`src/rtl/dbgx_pkg.sv`:
```
// Package: shared constants and helpers of the debug exception control unit.
// Assumes a 32-bit status word; bit positions here are decoded by the core.
package dbgx_pkg;

    localparam int unsigned STAT_W     = 32;
    localparam int unsigned NUM_CAUSE  = 8;

    localparam int unsigned BIT_SLOT   = 31;
    localparam int unsigned BIT_DMODE  = 30;
    localparam int unsigned BIT_INHIB  = 20;
    localparam int unsigned CODE_LO    = 10;
    localparam int unsigned CODE_HI    = 13;
    localparam int unsigned BIT_BKPT   = 1;

    localparam logic [STAT_W-1:0] RESET_VAL  = 32'h0001_0000;
    localparam logic [STAT_W-1:0] WR_MASK    = 32'h1070_0180;
    localparam logic [STAT_W-1:0] CAUSE_MASK = 32'h000C_003F;
    localparam logic [31:0]       VEC_ADDR   = 32'hBFC0_0480;

    localparam logic [5:0] OPC_SPECIAL2 = 6'b011100;
    localparam logic [5:0] FN_SWBKPT    = 6'h3F;

    // Map a cause index to its bit position in the status word.
    function automatic int unsigned cause_pos(input int unsigned idx);
        return (idx < 6) ? idx : idx + 12;
    endfunction

    // Spread an index-ordered one-hot cause vector onto status bit positions.
    function automatic logic [STAT_W-1:0] cause_spread(input logic [NUM_CAUSE-1:0] oh);
        logic [STAT_W-1:0] r;
        r = '0;
        for (int unsigned i = 0; i < NUM_CAUSE; i++) begin
            r[cause_pos(i)] = oh[i];
        end
        return r;
    endfunction

endpackage

```
`src/rtl/dbgx_insn_decode.sv`:
```
// Module: recognises the software debug breakpoint instruction.
// Assumes a 32-bit instruction word with a major opcode in [31:26] and a
// function field in [5:0]; the remaining bits do not affect the match.
module dbgx_insn_decode
    import dbgx_pkg::*;
(
    input  logic        insn_valid_i,
    input  logic [31:0] insn_i,
    output logic        is_swbkpt_o
);

    logic unused_mid;

    // Match opcode and function fields of a valid instruction.
    always_comb begin
        is_swbkpt_o = insn_valid_i
                    && (insn_i[31:26] == OPC_SPECIAL2)
                    && (insn_i[5:0]   == FN_SWBKPT);
    end

    assign unused_mid = ^insn_i[25:6];

endmodule

```
`src/rtl/dbgx_entry_calc.sv`:
```
// Module: computes the status word that results from a debug exception entry.
// Assumes at most one cause bit is set in cause_oh_i; ignored when the core
// is already in debug mode.
module dbgx_entry_calc
    import dbgx_pkg::*;
#(
    parameter logic [3:0] BKPT_CODE = 4'd9
)(
    input  logic [STAT_W-1:0]    cur_i,
    input  logic [NUM_CAUSE-1:0] cause_oh_i,
    input  logic                 swbkpt_i,
    input  logic                 in_slot_i,
    output logic [STAT_W-1:0]    next_o
);

    logic              was_dm;
    logic [STAT_W-1:0] base;
    logic [STAT_W-1:0] cause_bits;

    // Pick up whether debug mode was already active and spread the cause.
    always_comb begin
        was_dm     = cur_i[BIT_DMODE];
        cause_bits = cause_spread(cause_oh_i);
    end

    // Clear the nested code on a breakpoint, then all causes, then rebuild.
    always_comb begin
        base = cur_i;
        if (swbkpt_i) begin
            base[CODE_HI:CODE_LO] = '0;
        end
        next_o = base & ~CAUSE_MASK;
        if (!was_dm) begin
            next_o = next_o | (cause_bits & CAUSE_MASK);
        end else if (swbkpt_i) begin
            next_o[CODE_HI:CODE_LO] = BKPT_CODE;
        end
        next_o[BIT_SLOT]  = in_slot_i;
        next_o[BIT_DMODE] = 1'b1;
        next_o[BIT_INHIB] = 1'b1;
    end

    // A cause bit survives only outside debug mode, and never more than one.
    always_comb begin
        a_r6_at_most_one_cause: assert ($countones(next_o & CAUSE_MASK) <= 1);
    end

endmodule

```
`src/rtl/dbgx_vector_gen.sv`:
```
// Module: produces the debug vector address at the configured width.
// Assumes VEC_W is at least 32; wider forms are sign-extended from bit 31.
module dbgx_vector_gen
    import dbgx_pkg::*;
#(
    parameter int unsigned VEC_W = 32
)(
    output logic [VEC_W-1:0] vec_o
);

    generate
        if (VEC_W > 32) begin : g_wide
            localparam int unsigned EXT_W = VEC_W - 32;
            // Replicate the top address bit into the upper part.
            assign vec_o = {{EXT_W{VEC_ADDR[31]}}, VEC_ADDR};
        end else begin : g_narrow
            // Native 32-bit vector.
            assign vec_o = VEC_ADDR[VEC_W-1:0];
        end
    endgenerate

endmodule

```
`src/rtl/dbg_exc_ctrl.sv`:
```
// Module: top of the debug exception control unit. Arbitrates between the
// software breakpoint and external debug requests, holds the status word and
// return PC, applies masked software writes, and emits the redirect pulse.
// Assumes inputs are synchronous to clk and exc_cause_i is one-hot when used.
module dbg_exc_ctrl
    import dbgx_pkg::*;
#(
    parameter int unsigned PC_W      = 32,
    parameter int unsigned VEC_W     = 32,
    parameter logic [3:0]  BKPT_CODE = 4'd9
)(
    input  logic                 clk,
    input  logic                 rst_n,
    input  logic                 exc_req_i,
    input  logic [NUM_CAUSE-1:0] exc_cause_i,
    input  logic                 insn_valid_i,
    input  logic [31:0]          insn_i,
    input  logic [PC_W-1:0]      cur_pc_i,
    input  logic                 cur_in_slot_i,
    input  logic                 dbg_wr_i,
    input  logic [2:0]           dbg_sel_i,
    input  logic [31:0]          dbg_wdata_i,
    output logic [31:0]          dbg_rdata_o,
    output logic [PC_W-1:0]      depc_o,
    output logic                 redirect_o,
    output logic [VEC_W-1:0]     redirect_pc_o
);

    localparam logic [NUM_CAUSE-1:0] BKPT_OH = NUM_CAUSE'(1) << BIT_BKPT;

    logic [STAT_W-1:0]    stat_q;
    logic [STAT_W-1:0]    stat_entry;
    logic [PC_W-1:0]      depc_q;
    logic                 redir_q;
    logic                 is_swbkpt;
    logic                 take_ext;
    logic                 entry;
    logic [NUM_CAUSE-1:0] sel_cause;
    logic                 sw_write;

    dbgx_insn_decode u_dec (
        .insn_valid_i (insn_valid_i),
        .insn_i       (insn_i),
        .is_swbkpt_o  (is_swbkpt)
    );

    // Breakpoint outranks the external request; writes yield to both.
    always_comb begin
        take_ext  = exc_req_i && !is_swbkpt;
        entry     = is_swbkpt || exc_req_i;
        sel_cause = is_swbkpt ? BKPT_OH : exc_cause_i;
        sw_write  = dbg_wr_i && (dbg_sel_i == 3'd0) && !entry;
    end

    dbgx_entry_calc #(.BKPT_CODE(BKPT_CODE)) u_calc (
        .cur_i      (stat_q),
        .cause_oh_i (sel_cause),
        .swbkpt_i   (is_swbkpt),
        .in_slot_i  (cur_in_slot_i),
        .next_o     (stat_entry)
    );

    dbgx_vector_gen #(.VEC_W(VEC_W)) u_vec (
        .vec_o (redirect_pc_o)
    );

    // Status word: entry update, masked write, or hold.
    always_ff @(posedge clk) begin
        if (!rst_n) begin
            stat_q <= RESET_VAL;
        end else if (entry) begin
            stat_q <= stat_entry;
        end else if (sw_write) begin
            stat_q <= (stat_q & ~WR_MASK) | (dbg_wdata_i & WR_MASK);
        end
    end

    // Return PC captured on every entry.
    always_ff @(posedge clk) begin
        if (!rst_n) begin
            depc_q <= '0;
        end else if (entry) begin
            depc_q <= cur_pc_i;
        end
    end

    // One-cycle redirect pulse following each entry edge.
    always_ff @(posedge clk) begin
        if (!rst_n) begin
            redir_q <= 1'b0;
        end else begin
            redir_q <= entry;
        end
    end

    assign dbg_rdata_o = stat_q;
    assign depc_o      = depc_q;
    assign redirect_o  = redir_q;

    a_r2_redirect_follows: assert property (@(posedge clk) disable iff (!rst_n)
        entry |=> redirect_o);
    a_r2_no_spurious_redirect: assert property (@(posedge clk) disable iff (!rst_n)
        !entry |=> !redirect_o);
    a_r3_depc_capture: assert property (@(posedge clk) disable iff (!rst_n)
        entry |=> depc_o == $past(cur_pc_i));
    a_r4_mode_bits: assert property (@(posedge clk) disable iff (!rst_n)
        entry |=> (dbg_rdata_o[BIT_DMODE] && dbg_rdata_o[BIT_INHIB]
                   && dbg_rdata_o[BIT_SLOT] == $past(cur_in_slot_i)));
    a_r6_nested_no_cause: assert property (@(posedge clk) disable iff (!rst_n)
        (entry && dbg_rdata_o[BIT_DMODE]) |=> (dbg_rdata_o & CAUSE_MASK) == '0);
    a_r10_bkpt_wins: assert property (@(posedge clk) disable iff (!rst_n)
        (take_ext == 1'b0 && exc_req_i && !dbg_rdata_o[BIT_DMODE])
        |=> (dbg_rdata_o & CAUSE_MASK) == (STAT_W'(1) << BIT_BKPT));
    a_r11_write_mask: assert property (@(posedge clk) disable iff (!rst_n)
        !entry |=> (dbg_rdata_o & ~WR_MASK) == ($past(dbg_rdata_o) & ~WR_MASK));
    a_r12_bad_select: assert property (@(posedge clk) disable iff (!rst_n)
        (!entry && dbg_wr_i && dbg_sel_i != 3'd0) |=> $stable(dbg_rdata_o));
    a_r5_cause_onehot: assert property (@(posedge clk) disable iff (!rst_n)
        exc_req_i |-> $onehot(exc_cause_i));

endmodule

```
`config.mk`:
```
export PLATFORM = sky130hd
export DESIGN_NAME = dbg_exc_ctrl
export DESIGN_NICKNAME = d
export VERILOG_FILES = /design/src/rtl/dbgx_pkg.sv /design/src/rtl/dbgx_insn_decode.sv /design/src/rtl/dbgx_entry_calc.sv /design/src/rtl/dbgx_vector_gen.sv /design/src/rtl/dbg_exc_ctrl.sv
export SDC_FILE = /design/constraint.sdc
export NUM_CORES = 1
export LEC_CHECK = 0
export ABC_AREA = 1
export BUFFER_PORTS_ARGS = -buffer_cell sky130_fd_sc_hd__buf_2
export CAP_MARGIN = 20
export CORE_UTILIZATION = 35
export DETAILED_ROUTE_END_ITERATION = 16
export PLACE_DENSITY = 0.77
export RECOVER_POWER = 50
export SLEW_MARGIN = 20
export SYNTH_ARGS = -nofsm -noshare
export SYNTH_HDL_FRONTEND = slang
export SYNTH_SLANG_ARGS = --single-unit
```
`constraint.sdc`:
```
create_clock -name clk -period 0.95 [get_ports clk]
set_input_delay 0.19 -clock clk [delete_from_list [all_inputs] [get_ports clk]]
set_output_delay 0.19 -clock clk [all_outputs]
set_load 0.01 [all_outputs]
```
==> metrics.csv <==
metric,value,unit
status,"finished, violations left",
violations,negative setup slack,
clock-root-buffer,clkbuf_8,
dr.pass1.iters,4,
ys_seq_area_share,42.68,%
ioPinCount,210,
area_growth,49.98,%
ys_ff_latch,53,
num_rows,30,
drive_gt1_share,47.52,%
die_area,7444,sq um
core-area,6832,sq um
setup_viol,10,
rsz0062_at_grt,true,
total_power,4.608,mW
layout_setup_ws,-0.08615,ns
grt-ovfl-total,0,
ant_nets,0,
synth_edf_count,0,
hold_viol,0,
skew,0.001548,ns
cp.required,0.76,ns
n_antenna_cell,0,
grt_pass1_wl,9770,microns
fin_crit_sh,109.1,%
start_util,36.39,%
post-route-util,54.58,%
setup.worst_path.end_class,primary output,
p_leak,1.816,nW
seqCellArea,1126,sq um
fillers,648,
power.density,1236,nW/um^2
drc,0,
yosys_warnings,0,
hold_path.class,in2reg,
maxCapViolCount,0,
syn_area_per_cell,7.488,sq um
vias,2432,
hold_slack,0.1135,ns
drv_slew,0,
cts_hold_buffers,0,
dp.cells,546,
viasPerCell,4.351,
critical_path_arrival,0.85,ns
htree_levels,2,
start_kind,flop,
synth.distinct_cells,20,
wl,6174,microns
die_h,86.28,microns
grt_usage,16.57,%
grt_max_degree,27,
tritoncts,yes,
wire_per_inst,11.04,microns
dr.first_iter.drc_count,89,
cts_buffer_depth,2,
cts_buffers,5,
cp_max_fo,2,
clock.fmax,965.1,MHz
ys_async_sr_fraction,0,%
cts.sinks,53,
place_congestion,0.7751,
netlist_area,2486,sq um
synthFlopType,dfxtp_1,
post-place-ws,-0.3073,ns
worstSetupPathType,reg2out,
syn-instance-count,332,
antenna_found_initial,0,
die_w,86.28,microns
clk_latency,0.30,ns
fin_nets,575,
io_buffers,119,
layout_min_cycle_time,1.036,ns
hpwl,4382,microns
grt_pass1_vias,2215,
multi_input_comb_area,1096,sq um
stdcell_count,559,
ir_worst_vdd,669.1,uV
path_clk_slew,0.10,ns
-- per-layer routing --
metal	part of all wire, %	routed length (microns)	GRT usage, %
met4	1.0	64	4.545
met2	54	3364	30.52
met1	39	2404	18.79
met3	5.5	340	4.381
met5	0	0	0
-- cells by family after synthesis --
| family | Yosys count | synth area share, % |
|---|---|---|
| flip-flops | 53 | 42.68 |
| AO/OA/AOI/OAI | 39 | 7.851 |
| buffers and inverters | 86 | 21.44 |
| other | 2 | 0.3021 |
| AND/OR/NAND/NOR | 152 | 27.73 |
-- registers in the layout, summed over array words and instances (netlist names) --
| name | count |
|---|---|
| depc_o | 32 |
| dbg_rdata_o | 20 |
| redirect_o | 1 |
-- stage by stage --
step	cell area, sq um	TNS (ns)
2_1_floorplan	2718	-0.5771
3_3_place_gp	3218	-9.748
3_5_place_dp	3218	-11.96
4_1_cts	3712	-0.4850
5_1_grt	3729	-3.543
6_report	3729	-0.1837
-- cell type report --
cell class / instances / share of cell area, %
Multi-Input combinational cell: 235 / 29.40
Tap cell: 96 / 3.221
Clock buffer: 5 / 1.846
Clock inverter: 3 / 0.6040
Inverter: 24 / 2.819
Sequential cell: 53 / 30.20
Timing Repair inverter: 1 / 0.1342
Timing Repair Buffer: 142 / 31.78
-- layout by cell type, fill, tap and decap left out, drive strengths merged --
cell    synthesis  layout
buf            57     141
nand2          79      79
dfxtp          53      53
nand3          45      45
conb            2      44
a21oi          36      36
inv            23      24
nor2           18      18
nand4           8       8
clkbuf          5       6
clkinv          1       4
o21ai           3       3
nor3            1       1
nor4            1       1
-- cell usage after synthesis, types with 2 or more instances --
master / count / area share, %
nand2_1: 78 / 12
a21oi_1: 36 / 7.2
buf_4: 48 / 14
buf_2: 6 / 1.2
nand4_1: 8 / 2.0
inv_1: 22 / 3.3
nand3_1: 44 / 8.9
nor2_2: 3 / 0.75
dfxtp_1: 53 / 43
clkbuf_1: 5 / 0.75
conb_1: 2 / 0.30
nor2_1: 15 / 2.3
o21ai_0: 3 / 0.60
buf_6: 3 / 1.4
-- report_power, final --
part / leakage, nW / total (mW) / internal (mW) / switching, mW
clock: 0.0481 / 1.26 / 0.524 / 0.735
sequential: 0.455 / 2.43 / 2.35 / 0.0754
combinational: 1.31 / 0.924 / 0.460 / 0.464
-- final timing paths --
path                                       from         endpoint  slack (ns)  depth (start not counted)
worst max-delay path            dbg_rdata_o[30]  dbg_rdata_o[30]       -0.09                          2
worst min-delay path               cur_pc_i[18]       depc_o[18]        0.11                          3
worst max register to register  dbg_rdata_o[30]  dbg_rdata_o[18]        0.08                          6
worst min register to register  dbg_rdata_o[11]  dbg_rdata_o[11]        0.46                          2
-- worst max-delay path, stage by stage, from the launching register on --
cell	delay (ns)
dfxtp_2	0.33
buf_6	0.11
buf_6	0.11
-- timing repair --
action | 4_1_cts | 5_1_grt
resized for setup | 106 | 3
gates cloned | 0 | 1
buffers inserted | 1 | 3
pin swaps | 0 | 3
setup endpoints to repair | 53 | 67
(Power assumes the default switching activity.)
